File: src/rtl/rxdma_pkg.sv
package rxdma_pkg;
  localparam int BYTE_W  = 8;
  localparam int ADDR_W  = 32;
  localparam int BC_W    = 13;
  localparam int RPTR_W  = 12;
  localparam int OFF_W   = 7;
  localparam int EOT_BIT = 28;
  localparam logic [RPTR_W-1:0] DESC_STEP = RPTR_W'(8);
  localparam logic [31:0] DESC_USED_MASK = (32'h1 << EOT_BIT) | ((32'h1 << BC_W) - 32'h1);

  localparam logic [3:0] ERR_NONE    = 4'd0;
  localparam logic [3:0] ERR_DPE     = 4'd1;
  localparam logic [3:0] ERR_OVF     = 4'd2;
  localparam logic [3:0] ERR_WRBUS   = 4'd3;
  localparam logic [3:0] ERR_DESCBUS = 4'd4;

  localparam logic [3:0] STC_OFF    = 4'd0;
  localparam logic [3:0] STC_ACTIVE = 4'd1;
  localparam logic [3:0] STC_IDLE   = 4'd2;
  localparam logic [3:0] STC_HALT   = 4'd3;

  typedef enum logic [2:0] {
    S_OFF, S_POST, S_FETCH, S_FILL, S_PIO, S_HALT
  } rxState_e;

  typedef struct packed {
    logic              flush;
    logic              load;
    logic              pop;
    logic              acceptEn;
    logic [ADDR_W-1:0] loadBase;
    logic [BC_W-1:0]   loadStart;
    logic [BC_W-1:0]   loadLimit;
  } dpCmd_t;
endpackage

File: src/rtl/rxdma_datapath.sv
module rxdma_datapath
  import rxdma_pkg::*;
#(
  parameter int FIFO_DEPTH = 8
) (
  input  logic              clk,
  input  logic              rstN,
  input  dpCmd_t            cmd,
  input  logic              inValid,
  input  logic [BYTE_W-1:0] inData,
  input  logic              inLast,
  output logic [ADDR_W-1:0] memWrAddr,
  output logic [BYTE_W-1:0] headData,
  output logic              headLast,
  output logic              fifoEmpty,
  output logic              fifoFull,
  output logic              lastSlot,
  output logic              overflowHit
);
  localparam int PTR_W = (FIFO_DEPTH > 1) ? $clog2(FIFO_DEPTH) : 1;
  localparam int CNT_W = $clog2(FIFO_DEPTH + 1);
  localparam logic [PTR_W-1:0] LAST_IDX = PTR_W'(FIFO_DEPTH - 1);
  localparam logic [CNT_W-1:0] FULL_CNT = CNT_W'(FIFO_DEPTH);

  logic [BYTE_W:0]     store [FIFO_DEPTH];
  logic [PTR_W-1:0]    rdPtr, wrPtr;
  logic [CNT_W-1:0]    fill;
  logic                accept, doPush, doPop;
  logic [ADDR_W-1:0]   bufBase;
  logic [BC_W-1:0]     wrIdx, wrLimit;

  function automatic logic [PTR_W-1:0] bump(input logic [PTR_W-1:0] p);
    return (p == LAST_IDX) ? '0 : p + PTR_W'(1);
  endfunction

  always_comb begin
    fifoEmpty   = (fill == '0);
    fifoFull    = (fill == FULL_CNT);
    accept      = inValid && cmd.acceptEn;
    doPop       = cmd.pop && !fifoEmpty;
    doPush      = accept && (!fifoFull || doPop);
    overflowHit = accept && fifoFull && !doPop;
    headData    = store[rdPtr][BYTE_W-1:0];
    headLast    = store[rdPtr][BYTE_W];
    memWrAddr   = bufBase + ADDR_W'(wrIdx);
    lastSlot    = (BC_W'(wrIdx + BC_W'(1)) == wrLimit);
  end

  always_ff @(posedge clk) begin
    if (doPush) store[wrPtr] <= {inLast, inData};
  end

  always_ff @(posedge clk) begin
    if (!rstN || cmd.flush) begin
      rdPtr <= '0;
      wrPtr <= '0;
      fill  <= '0;
    end else begin
      if (doPush) wrPtr <= bump(wrPtr);
      if (doPop)  rdPtr <= bump(rdPtr);
      case ({doPush, doPop})
        2'b10:   fill <= fill + CNT_W'(1);
        2'b01:   fill <= fill - CNT_W'(1);
        default: fill <= fill;
      endcase
    end
  end

  always_ff @(posedge clk) begin
    if (!rstN) begin
      bufBase <= '0;
      wrIdx   <= '0;
      wrLimit <= '0;
    end else if (cmd.load) begin
      bufBase <= cmd.loadBase;
      wrIdx   <= cmd.loadStart;
      wrLimit <= cmd.loadLimit;
    end else if (doPop) begin
      wrIdx <= wrIdx + BC_W'(1);
    end
  end
endmodule

File: src/rtl/rxdma_ctrl.sv
module rxdma_ctrl
  import rxdma_pkg::*;
(
  input  logic              clk,
  input  logic              rstN,
  input  logic [8:0]        rxCtrl,
  input  logic [ADDR_W-1:0] ringBase,
  input  logic [RPTR_W-1:0] lastPtr,
  output logic [31:0]       statusWord,
  output logic              descRdReq,
  output logic [ADDR_W-1:0] descRdAddr,
  input  logic              descRdValid,
  input  logic [63:0]       descRdData,
  input  logic              descRdErr,
  output logic              memWrEn,
  input  logic              memWrErr,
  input  logic              pioRdEn,
  input  logic              fifoEmpty,
  input  logic              fifoFull,
  input  logic              headLast,
  input  logic              lastSlot,
  input  logic              overflowHit,
  output logic              pioActive,
  output dpCmd_t            cmd
);
  rxState_e          state;
  logic [RPTR_W-1:0] curPtr, actPtr;
  logic [3:0]        errCode, stateCode;
  logic              firstBuf, eotHeld;

  logic              cfgEnable, cfgPio;
  logic [OFF_W-1:0]  cfgOffset;
  logic [BC_W-1:0]   startOff, dCount;
  logic              dEot, dReserved, dBad, inRing, atLast;
  logic [ADDR_W-1:0] dAddr;

  always_comb begin
    cfgEnable = rxCtrl[0];
    cfgOffset = rxCtrl[OFF_W:1];
    cfgPio    = rxCtrl[8];
    startOff  = firstBuf ? BC_W'(cfgOffset) : '0;
    dCount    = descRdData[BC_W-1:0];
    dEot      = descRdData[EOT_BIT];
    dAddr     = descRdData[63:32];
    dReserved = (descRdData[31:0] & ~DESC_USED_MASK) != 32'h0;
    dBad      = dReserved || (dCount <= startOff);
    inRing    = (state == S_POST) || (state == S_FETCH) || (state == S_FILL);
    atLast    = (curPtr == lastPtr);
    pioActive = (state == S_PIO);
  end

  always_ff @(posedge clk) begin
    if (!rstN || !cfgEnable) begin
      state    <= S_OFF;
      curPtr   <= '0;
      actPtr   <= '0;
      errCode  <= ERR_NONE;
      firstBuf <= 1'b1;
      eotHeld  <= 1'b0;
    end else begin
      case (state)
        S_OFF:  state <= cfgPio ? S_PIO : S_POST;
        S_POST: if (!atLast) state <= S_FETCH;
        S_FETCH: begin
          if (descRdValid) begin
            actPtr  <= curPtr;
            eotHeld <= dEot;
            if (descRdErr) begin
              errCode <= ERR_DESCBUS;
              state   <= S_HALT;
            end else if (dBad) begin
              errCode <= ERR_DPE;
              state   <= S_HALT;
            end else begin
              state <= S_FILL;
            end
          end
        end
        S_FILL: begin
          if (!fifoEmpty) begin
            if (memWrErr) begin
              errCode <= ERR_WRBUS;
              state   <= S_HALT;
            end else if (headLast || lastSlot) begin
              curPtr   <= eotHeld ? '0 : curPtr + DESC_STEP;
              firstBuf <= headLast;
              state    <= S_POST;
            end
          end
        end
        default: state <= state;
      endcase
      if (overflowHit && inRing) begin
        errCode <= ERR_OVF;
        state   <= S_HALT;
      end
    end
  end

  always_comb begin
    descRdReq  = (state == S_FETCH);
    descRdAddr = (ringBase & ~ADDR_W'(32'hFFF)) | ADDR_W'(curPtr);
    memWrEn    = (state == S_FILL) && !fifoEmpty;

    cmd           = '0;
    cmd.flush     = !cfgEnable;
    cmd.load      = descRdReq && descRdValid && !descRdErr;
    cmd.pop       = memWrEn || (pioActive && pioRdEn);
    cmd.loadBase  = dAddr;
    cmd.loadStart = startOff;
    cmd.loadLimit = dCount;
    case (state)
      S_POST:          cmd.acceptEn = !atLast;
      S_FETCH, S_FILL: cmd.acceptEn = 1'b1;
      S_PIO:           cmd.acceptEn = !fifoFull;
      default:         cmd.acceptEn = 1'b0;
    endcase

    case (state)
      S_OFF:   stateCode = STC_OFF;
      S_HALT:  stateCode = STC_HALT;
      S_POST:  stateCode = atLast ? STC_IDLE : STC_ACTIVE;
      default: stateCode = STC_ACTIVE;
    endcase
    statusWord = {actPtr, errCode, stateCode, curPtr};
  end
endmodule

File: src/rtl/rx_ring_dma.sv
module rx_ring_dma
  import rxdma_pkg::*;
#(
  parameter int FIFO_DEPTH = 8
) (
  input  logic        clk,
  input  logic        rstN,
  input  logic [8:0]  rxCtrl,
  input  logic [31:0] ringBase,
  input  logic [11:0] lastPtr,
  output logic [31:0] statusWord,
  input  logic        inValid,
  input  logic [7:0]  inData,
  input  logic        inLast,
  output logic        inReady,
  output logic        descRdReq,
  output logic [31:0] descRdAddr,
  input  logic        descRdValid,
  input  logic [63:0] descRdData,
  input  logic        descRdErr,
  output logic        memWrEn,
  output logic [31:0] memWrAddr,
  output logic [7:0]  memWrData,
  input  logic        memWrErr,
  input  logic        pioRdEn,
  output logic        pioRdValid,
  output logic [7:0]  pioRdData,
  output logic        pioRdLast
);
  dpCmd_t      cmd;
  logic [7:0]  headData;
  logic        headLast, fifoEmpty, fifoFull, lastSlot, overflowHit, pioActive;

  rxdma_ctrl u_ctrl (
    .clk(clk), .rstN(rstN), .rxCtrl(rxCtrl), .ringBase(ringBase), .lastPtr(lastPtr),
    .statusWord(statusWord), .descRdReq(descRdReq), .descRdAddr(descRdAddr),
    .descRdValid(descRdValid), .descRdData(descRdData), .descRdErr(descRdErr),
    .memWrEn(memWrEn), .memWrErr(memWrErr), .pioRdEn(pioRdEn),
    .fifoEmpty(fifoEmpty), .fifoFull(fifoFull), .headLast(headLast),
    .lastSlot(lastSlot), .overflowHit(overflowHit), .pioActive(pioActive), .cmd(cmd)
  );

  rxdma_datapath #(.FIFO_DEPTH(FIFO_DEPTH)) u_dp (
    .clk(clk), .rstN(rstN), .cmd(cmd), .inValid(inValid), .inData(inData),
    .inLast(inLast), .memWrAddr(memWrAddr), .headData(headData), .headLast(headLast),
    .fifoEmpty(fifoEmpty), .fifoFull(fifoFull), .lastSlot(lastSlot),
    .overflowHit(overflowHit)
  );

  assign inReady    = cmd.acceptEn;
  assign memWrData  = headData;
  assign pioRdData  = headData;
  assign pioRdLast  = headLast;
  assign pioRdValid = pioActive && !fifoEmpty;
endmodule

File: config.mk
export PLATFORM = sky130hd
export DESIGN_NAME = rx_ring_dma
export DESIGN_NICKNAME = d
export VERILOG_FILES = /design/src/rtl/rxdma_pkg.sv /design/src/rtl/rxdma_datapath.sv /design/src/rtl/rxdma_ctrl.sv /design/src/rtl/rx_ring_dma.sv
export SDC_FILE = /design/constraint.sdc
export NUM_CORES = 1
export LEC_CHECK = 0
export BUFFER_PORTS_ARGS = -buffer_cell sky130_fd_sc_hd__buf_2
export CELL_PAD_IN_SITES_DETAIL_PLACEMENT = 1
export CELL_PAD_IN_SITES_GLOBAL_PLACEMENT = 2
export CORE_ASPECT_RATIO = 0.75
export CORE_UTILIZATION = 30
export CTS_CLUSTER_DIAMETER = 200
export CTS_CLUSTER_SIZE = 40
export DETAILED_ROUTE_END_ITERATION = 8
export HOLD_SLACK_MARGIN = 0.12
export PLACE_DENSITY = 0.78
export SLEW_MARGIN = 20
export SYNTH_ARGS = -nofsm -noshare
export SYNTH_HDL_FRONTEND = slang
export SYNTH_SLANG_ARGS = --single-unit
File: constraint.sdc
create_clock -name clk -period 7.95 [get_ports clk]
set_clock_uncertainty 0.2 [all_clocks]
set_input_delay 0.3975 -clock clk [delete_from_list [all_inputs] [get_ports clk]]
set_output_delay 0.3975 -clock clk [all_outputs]
set_load 0.02 [all_outputs]
## After elaboration in Yosys (flattened, before gate mapping)

Memories as Yosys holds them, arrays and structs flattened. A register that Yosys moved wholly into a read port is not among the register bits.
Index checks and enable logic that the tools add are counted.

- Bits in registers: 101
- Latch bits: 0
- Bits in writable memories: 72
- Bits in read-only memories: 0
- Input port bits: 133
- Output and inout port bits: 117
- Memories: 1

Memories:

| memory | words | width | read ports | clocked after memory_dff | wr ports | RTL line | RTL |
|---|---|---|---|---|---|---|---|
| u_dp.store | 8 | 9 | 1 | 1 | 1 | rxdma_datapath.sv:25 | `logic [BYTE_W:0] store [FIFO_DEPTH];` |

- $add $sub $neg: 7
- $mul: 0
- Div/mod/pow operators: 0
- Order comparisons: 1
- Eq/ne operators: 24
- Shift-type cells: 0
- Multiplexer cells: 31
- Bitwise operators: 3
- Reduce and logical (&&, ||, !) cells: 42

Operators with widths:

| kind | number |
|---|---|
| $mux 3 | 13 |
| $add 32x13->32 | 1 |
| $or 32x12->32 | 1 |
| $reduce_bool 32->1 | 1 |
| $mux 13 | 2 |
| $mux 4 | 5 |
| $reduce_and 5->1 | 4 |
| $pmux 4 s2 | 2 |
| $add 13x1->13 const B | 1 |
| $eq 13x13->1 | 1 |
| $le 13x13->1 | 1 |
| $add 12x4->12 const B | 1 |
| $eq 12x12->1 | 1 |
| $eq 3x3->1 const B | 4 |
| $mux 12 | 1 |
| $pmux 3 s4 | 1 |
| $pmux 4 s3 | 1 |
| $logic_and 1x1->1 | 11 |
| $logic_not 1->1 | 7 |
| $logic_or 1x1->1 | 7 |
| $mux 7 | 1 |
| $add 3x1->3 const B | 2 |
| $eq 3x2->1 const B | 2 |
| $ne 2x2->1 const B | 3 |
| other kinds (25) | 34 |

## Longest topological paths before layout

- Depth after elaboration: 10
- Depth in mapped cells: 15
- Gate-level depth less buffers: 13

## Cells and area by module

A second synthesis with hierarchy kept.

- Cell total of the unflattened synthesis: 921
- Area total of the unflattened synthesis: 9422.8 um^2

By module, submodules not included:

| module | instances | cells each | area an instance (um^2) | sequential area each (um^2) |
|---|---|---|---|---|
| rxdma_datapath | 1 | 604 | 7018.0 | 3583.4 |
| rxdma_ctrl | 1 | 308 | 2331.0 | 520.5 |
| rx_ring_dma | 1 | 9 | 73.8 | 0.0 |

## Worst setup path after synthesis

Ideal clock, no wire load.

- Path kind: register -> register
- Start point: register u_ctrl.curPtr[6]
- End point: register u_dp.fill[3]
- Data arrival time: 3.230 ns
- Slack: 4.450 ns
- Cell stages (with the launch flop): 15
- Clock period less this slack: 3.500 ns
- Cells stage by stage: dfxtp_1 -> clkbuf_1 -> xor2_1 -> nor4_1 -> a31oi_1 -> o21ai_0 -> a21oi_1 -> o21ai_1 -> ha_1 -> ha_1 -> a21o_1 -> a21oi_1 -> xnor2_1 -> or3_1 -> a21oi_1

- Cells in the longest elaborated chain, start to end: 7
- Elaborated cells between the ends (all ways): 9

RTL lines:

| element | RTL line | RTL |
|---|---|---|
| start, declared | rxdma_ctrl.sv:27 | `logic [RPTR_W-1:0] curPtr, actPtr;` |
| start signal, assigned | rxdma_ctrl.sv:85 | `curPtr <= eotHeld ? '0 : curPtr + DESC_STEP;` |
| $eq 12x12->1 (*) | rxdma_ctrl.sv:48 | `atLast = (curPtr == lastPtr);` |
| $logic_not 1->1 (*) | -- |  |
| $pmux 1 s3 (*) | rxdma_ctrl.sv:112 | `case (state)` |
| $logic_and 1x1->1 (*) | rxdma_datapath.sv:39 | `accept = inValid && cmd.acceptEn;` |
| $logic_and 1x1->1 (*) | rxdma_datapath.sv:41 | `doPush = accept && (!fifoFull \|\| doPop);` |
| $eq 2x1->1 / $eq 2x2->1 (equally long branches) | rxdma_datapath.sv:61 | `case ({doPush, doPop})` |
| $pmux 4 s2 / $reduce_bool 2->1 (equally long branches) | -- |  |
| end signal, assigned | rxdma_datapath.sv:62 | `2'b10: fill <= fill + CNT_W'(1);` |
| end signal, assigned | rxdma_datapath.sv:63 | `2'b01: fill <= fill - CNT_W'(1);` |
| end signal, assigned | rxdma_datapath.sv:64 | `default: fill <= fill;` |
| end, declared | rxdma_datapath.sv:27 | `logic [CNT_W-1:0] fill;` |

Every way passes the cells marked *; elsewhere a longest branch is shown, timed or not.
A chain may end at the register's enable or synchronous reset.

## Worst setup path in the final report

- Start point: register u_dp.wrIdx[0]
- End point: output port memWrAddr[24]

- Cells in the longest elaborated chain, start to end: 1

RTL lines:

| element | RTL line | RTL |
|---|---|---|
| start, declared | rxdma_datapath.sv:30 | `logic [BC_W-1:0] wrIdx, wrLimit;` |
| start signal, assigned | rxdma_datapath.sv:76 | `wrIdx <= cmd.loadStart;` |
| start signal, assigned | rxdma_datapath.sv:79 | `wrIdx <= wrIdx + BC_W'(1);` |
| $add 32x13->32 | rxdma_datapath.sv:45 | `memWrAddr = bufBase + ADDR_W'(wrIdx);` |
| end, declared | rx_ring_dma.sv:22 | `output logic [31:0] memWrAddr,` |

Every way passes these cells.

==> summary.md <==
| Metric | Value |
|---|---|
| Outcome | `complete, no violations` |
| Full die area | `30600 µm²` |
| Min Hold Slack | `0.187 ns` |
| Final Hold Viols | `0` |
| Inserted Clock Buffers | `17` |
| Critical Path AT | `3.96 ns` |
| Final cycle utilization of the critical path | `57.3%` |
| Number of synthesized register bits | `169` |
| Maximum VDD drop | `169 µV` |
| Syn-to-layout area delta | `24.3%` |
| Die Width | `202 µm` |
| Syn_area_per_cell | `9.77 µm²` |
| # clock sinks | `169` |
| Post-synth EDFFs | `72` |
| Grt ovf | `0` |
| RSZ-0062 raised after global routing | `no` |
| Slew Viols, Final | `0` |
| Final min period | `4.56 ns` |
| Global-route wire length before repair | `41400 µm` |
| Deepest clock path buffer count | `2` |
| Slowest CP cell | `o311ai_1` |
| Clk Latency, worst-skew pair | `0.44 ns` |
| YS warnings | `0` |
| Initial core utilization | `30.7%` |
| Post-route DRC violation count | `0` |
| H-tree depth | `4` |
| Drt total wl | `26200 µm` |
| Ys async rst share | `0%` |
| Worst path max stage delay | `0.54 ns` |
| Post_cts resized | `0` |
| Maximum number of pins on one net before global-route repair | `61` |
| Max Freq | `219 MHz` |
| Unique cell type count in the Yosys netlist | `66` |
| Synth Cell Area | `8970 µm²` |
| Dpl cells | `1421` |
| Avg WL per Cell | `17.3 µm` |
| Die Y-Extent | `152 µm` |
| Area share of the leading cell type in the synthesized netlist | `24.1%` |
| Setup-failing EPs final | `0` |
| Worst Hold Class | `in -> reg` |
| Slew HR | `31.9%` |
| Final Wtd Congestion | `0.758` |
| Core area | `29300 µm²` |
| Cell Pwr Density | `166 nW/µm²` |
| Predominant post-synthesis flop cell | `dfxtp_1` |
| Share of cells above drive strength 1 | `23.9%` |
| Io pins | `250` |
| Clock transition at path regs | `0.08 ns` |
| Sequential area share after synthesis | `45.7%` |
| Top cells by count, synth | `nand2_1, dfxtp_1, edfxtp_1` |
| Yosys top cell by area | `edfxtp_1` |
| TNS Setup | `0 ns` |
| Vias per inst | `4.86` |
| Post-route ant nets | `0` |
| Drt pass-1 iters | `5` |
| DR vias | `7344` |
| Count leader, synth | `nand2_1` |
| Port bufs | `185` |
| Crit Path Class | `reg -> out` |
| TritonCTS clock tree | `built` |
| Worst-margin pin slew | `1.02 ns` |
| Detailed placement HPWL | `18100 µm` |
| Pleak | `0.00431 µW` |
| Worst Setup End Kind | `primary output` |
| Worst Path Required | `7.35 ns` |
| Antenna cells | `0` |
| Nets | `1270` |
| Crit-path cells | `ha_1, inv_1, fa_1, nor2b_1, o21ai_0, a21boi_1, o41ai_1, o311ai_1, nand2b_1, nor3_1, xor2_1, buf_2` |
| Root Buffer | `clkbuf_16` |
| Post-synthesis instance total | `918` |
| Startpoint Class | `register` |
| Row count | `54` |
| Worst-path maximum fanout | `8` |
| Area contributors post-synth | `edfxtp_1, dfxtp_1, nand2_1` |
| Vias in the first global route | `7493` |
| DRT iter0 DRCs | `263` |
| Max Cap Viol | `0` |
| Final non-filler cell total | `1511` |
| Antenna violations before repair | `0` |
| Total Routing Usage GR | `17.4%` |
| Total power | `1850 µW` |
-- path summary, 6_finish.rpt --
check,start,end,slack (ns),cells after the start
setup reg to reg,u_ctrl.curPtr[8],u_dp.fill[3],3.60,13
setup / recovery,u_dp.wrIdx[0],memWrAddr[24],3.39,12
hold / removal,rxCtrl[1],u_dp.wrIdx[0],0.19,4
hold reg to reg,u_ctrl.actPtr[11],u_ctrl.actPtr[11],0.25,2
-- registers in the layout (all words and copies together), names as in the netlist, named ones only --
signal	cells
u_ctrl.eotHeld	1
u_dp.bufBase	32
u_dp.wrLimit	13
u_dp.rdPtr	3
u_ctrl.state	3
u_ctrl.errCode	3
u_ctrl.curPtr	9
u_ctrl.firstBuf	1
u_ctrl.actPtr	9
u_dp.wrPtr	3
u_dp.fill	4
u_dp.store	72
u_dp.wrIdx	13
-- metal layers --
layer | share of wire (%) | track usage (%) | up-vias
li1 | - | - | 3595
met1 | 49 | 23.1 | 3616
met2 | 47 | 29.1 | 119
met3 | 3.4 | 3.53 | 14
met4 | 0.57 | 4.05 | 0
met5 | 0 | 0 | -
-- final cells by class --
class                      instances  area [µm²]
clock buffer                      17         425
clock inverter                    15         148
fill                            3377       18100
inverter                          28         105
multi-input combinational        638        4310
sequential                       169        4100
tap                              392         490
timing repair buffer             252        1570
-- critical path, delay by kind of cell (launching register included) --
family / cells / cell delay (ns)
XOR/XNOR: 1 / 0.20
buffers and inverters: 2 / 0.26
adder cells (fa/ha/maj): 2 / 0.66
AND/OR/NAND/NOR: 3 / 0.70
flip-flops: 1 / 0.53
AO/OA/AOI/OAI: 4 / 1.17
-- metrics by stage --
step           worst slack (ns)  area [µm²]  utilization (%)
5_1_grt                    2.98       11200             38.1
6_report                   3.39       11200             38.1
3_3_place_gp               3.68        9990             34.1
3_5_place_dp               3.66        9990             34.1
2_1_floorplan              4.45        9010                -
4_1_cts                    3.28       11100             38.1
-- cells in the final DEF, fill, tap and decap left out, types with 25 or more instances in the layout --
cell type | synthesis | layout
dlygate4sd3_1 | 0 | 58
xor2_1 | 32 | 32
a21boi_0 | 53 | 53
buf_2 | 7 | 185
inv_1 | 27 | 27
nor2_1 | 51 | 50
ha_1 | 29 | 29
a21oi_1 | 48 | 48
nand2_1 | 155 | 155
dfxtp_1 | 97 | 97
edfxtp_1 | 72 | 72
o21ai_0 | 26 | 26
xnor2_1 | 25 | 25
-- cells by family after synthesis --
logic type,synth area share [%]
buffers and inverters,7.29
muxes,6.32
and+or+nand+nor,16.4
other,0.0418
xor gates and xnor gates,5.56
adders and majority gates,4.49
DFF,45.7
AOI/OAI and AO/OA,14.2
-- where the power goes --
part           internal, µW  switching [µW]  leakage [µW]
Sequential              906            2.89       0.00143
Combinational          56.6            57.4       0.00261
Clock                   418             410      0.000277
Total                  1380             471       0.00431
-- what timing repair did --
| item | in CTS | in global routing |
|---|---|---|
| hold buffers | 58 | 0 |
| hold endpoints to repair | 122 | 0 |
| buffers inserted | 0 | 0 |
Note: power is estimated with default switching activity, not from simulation.
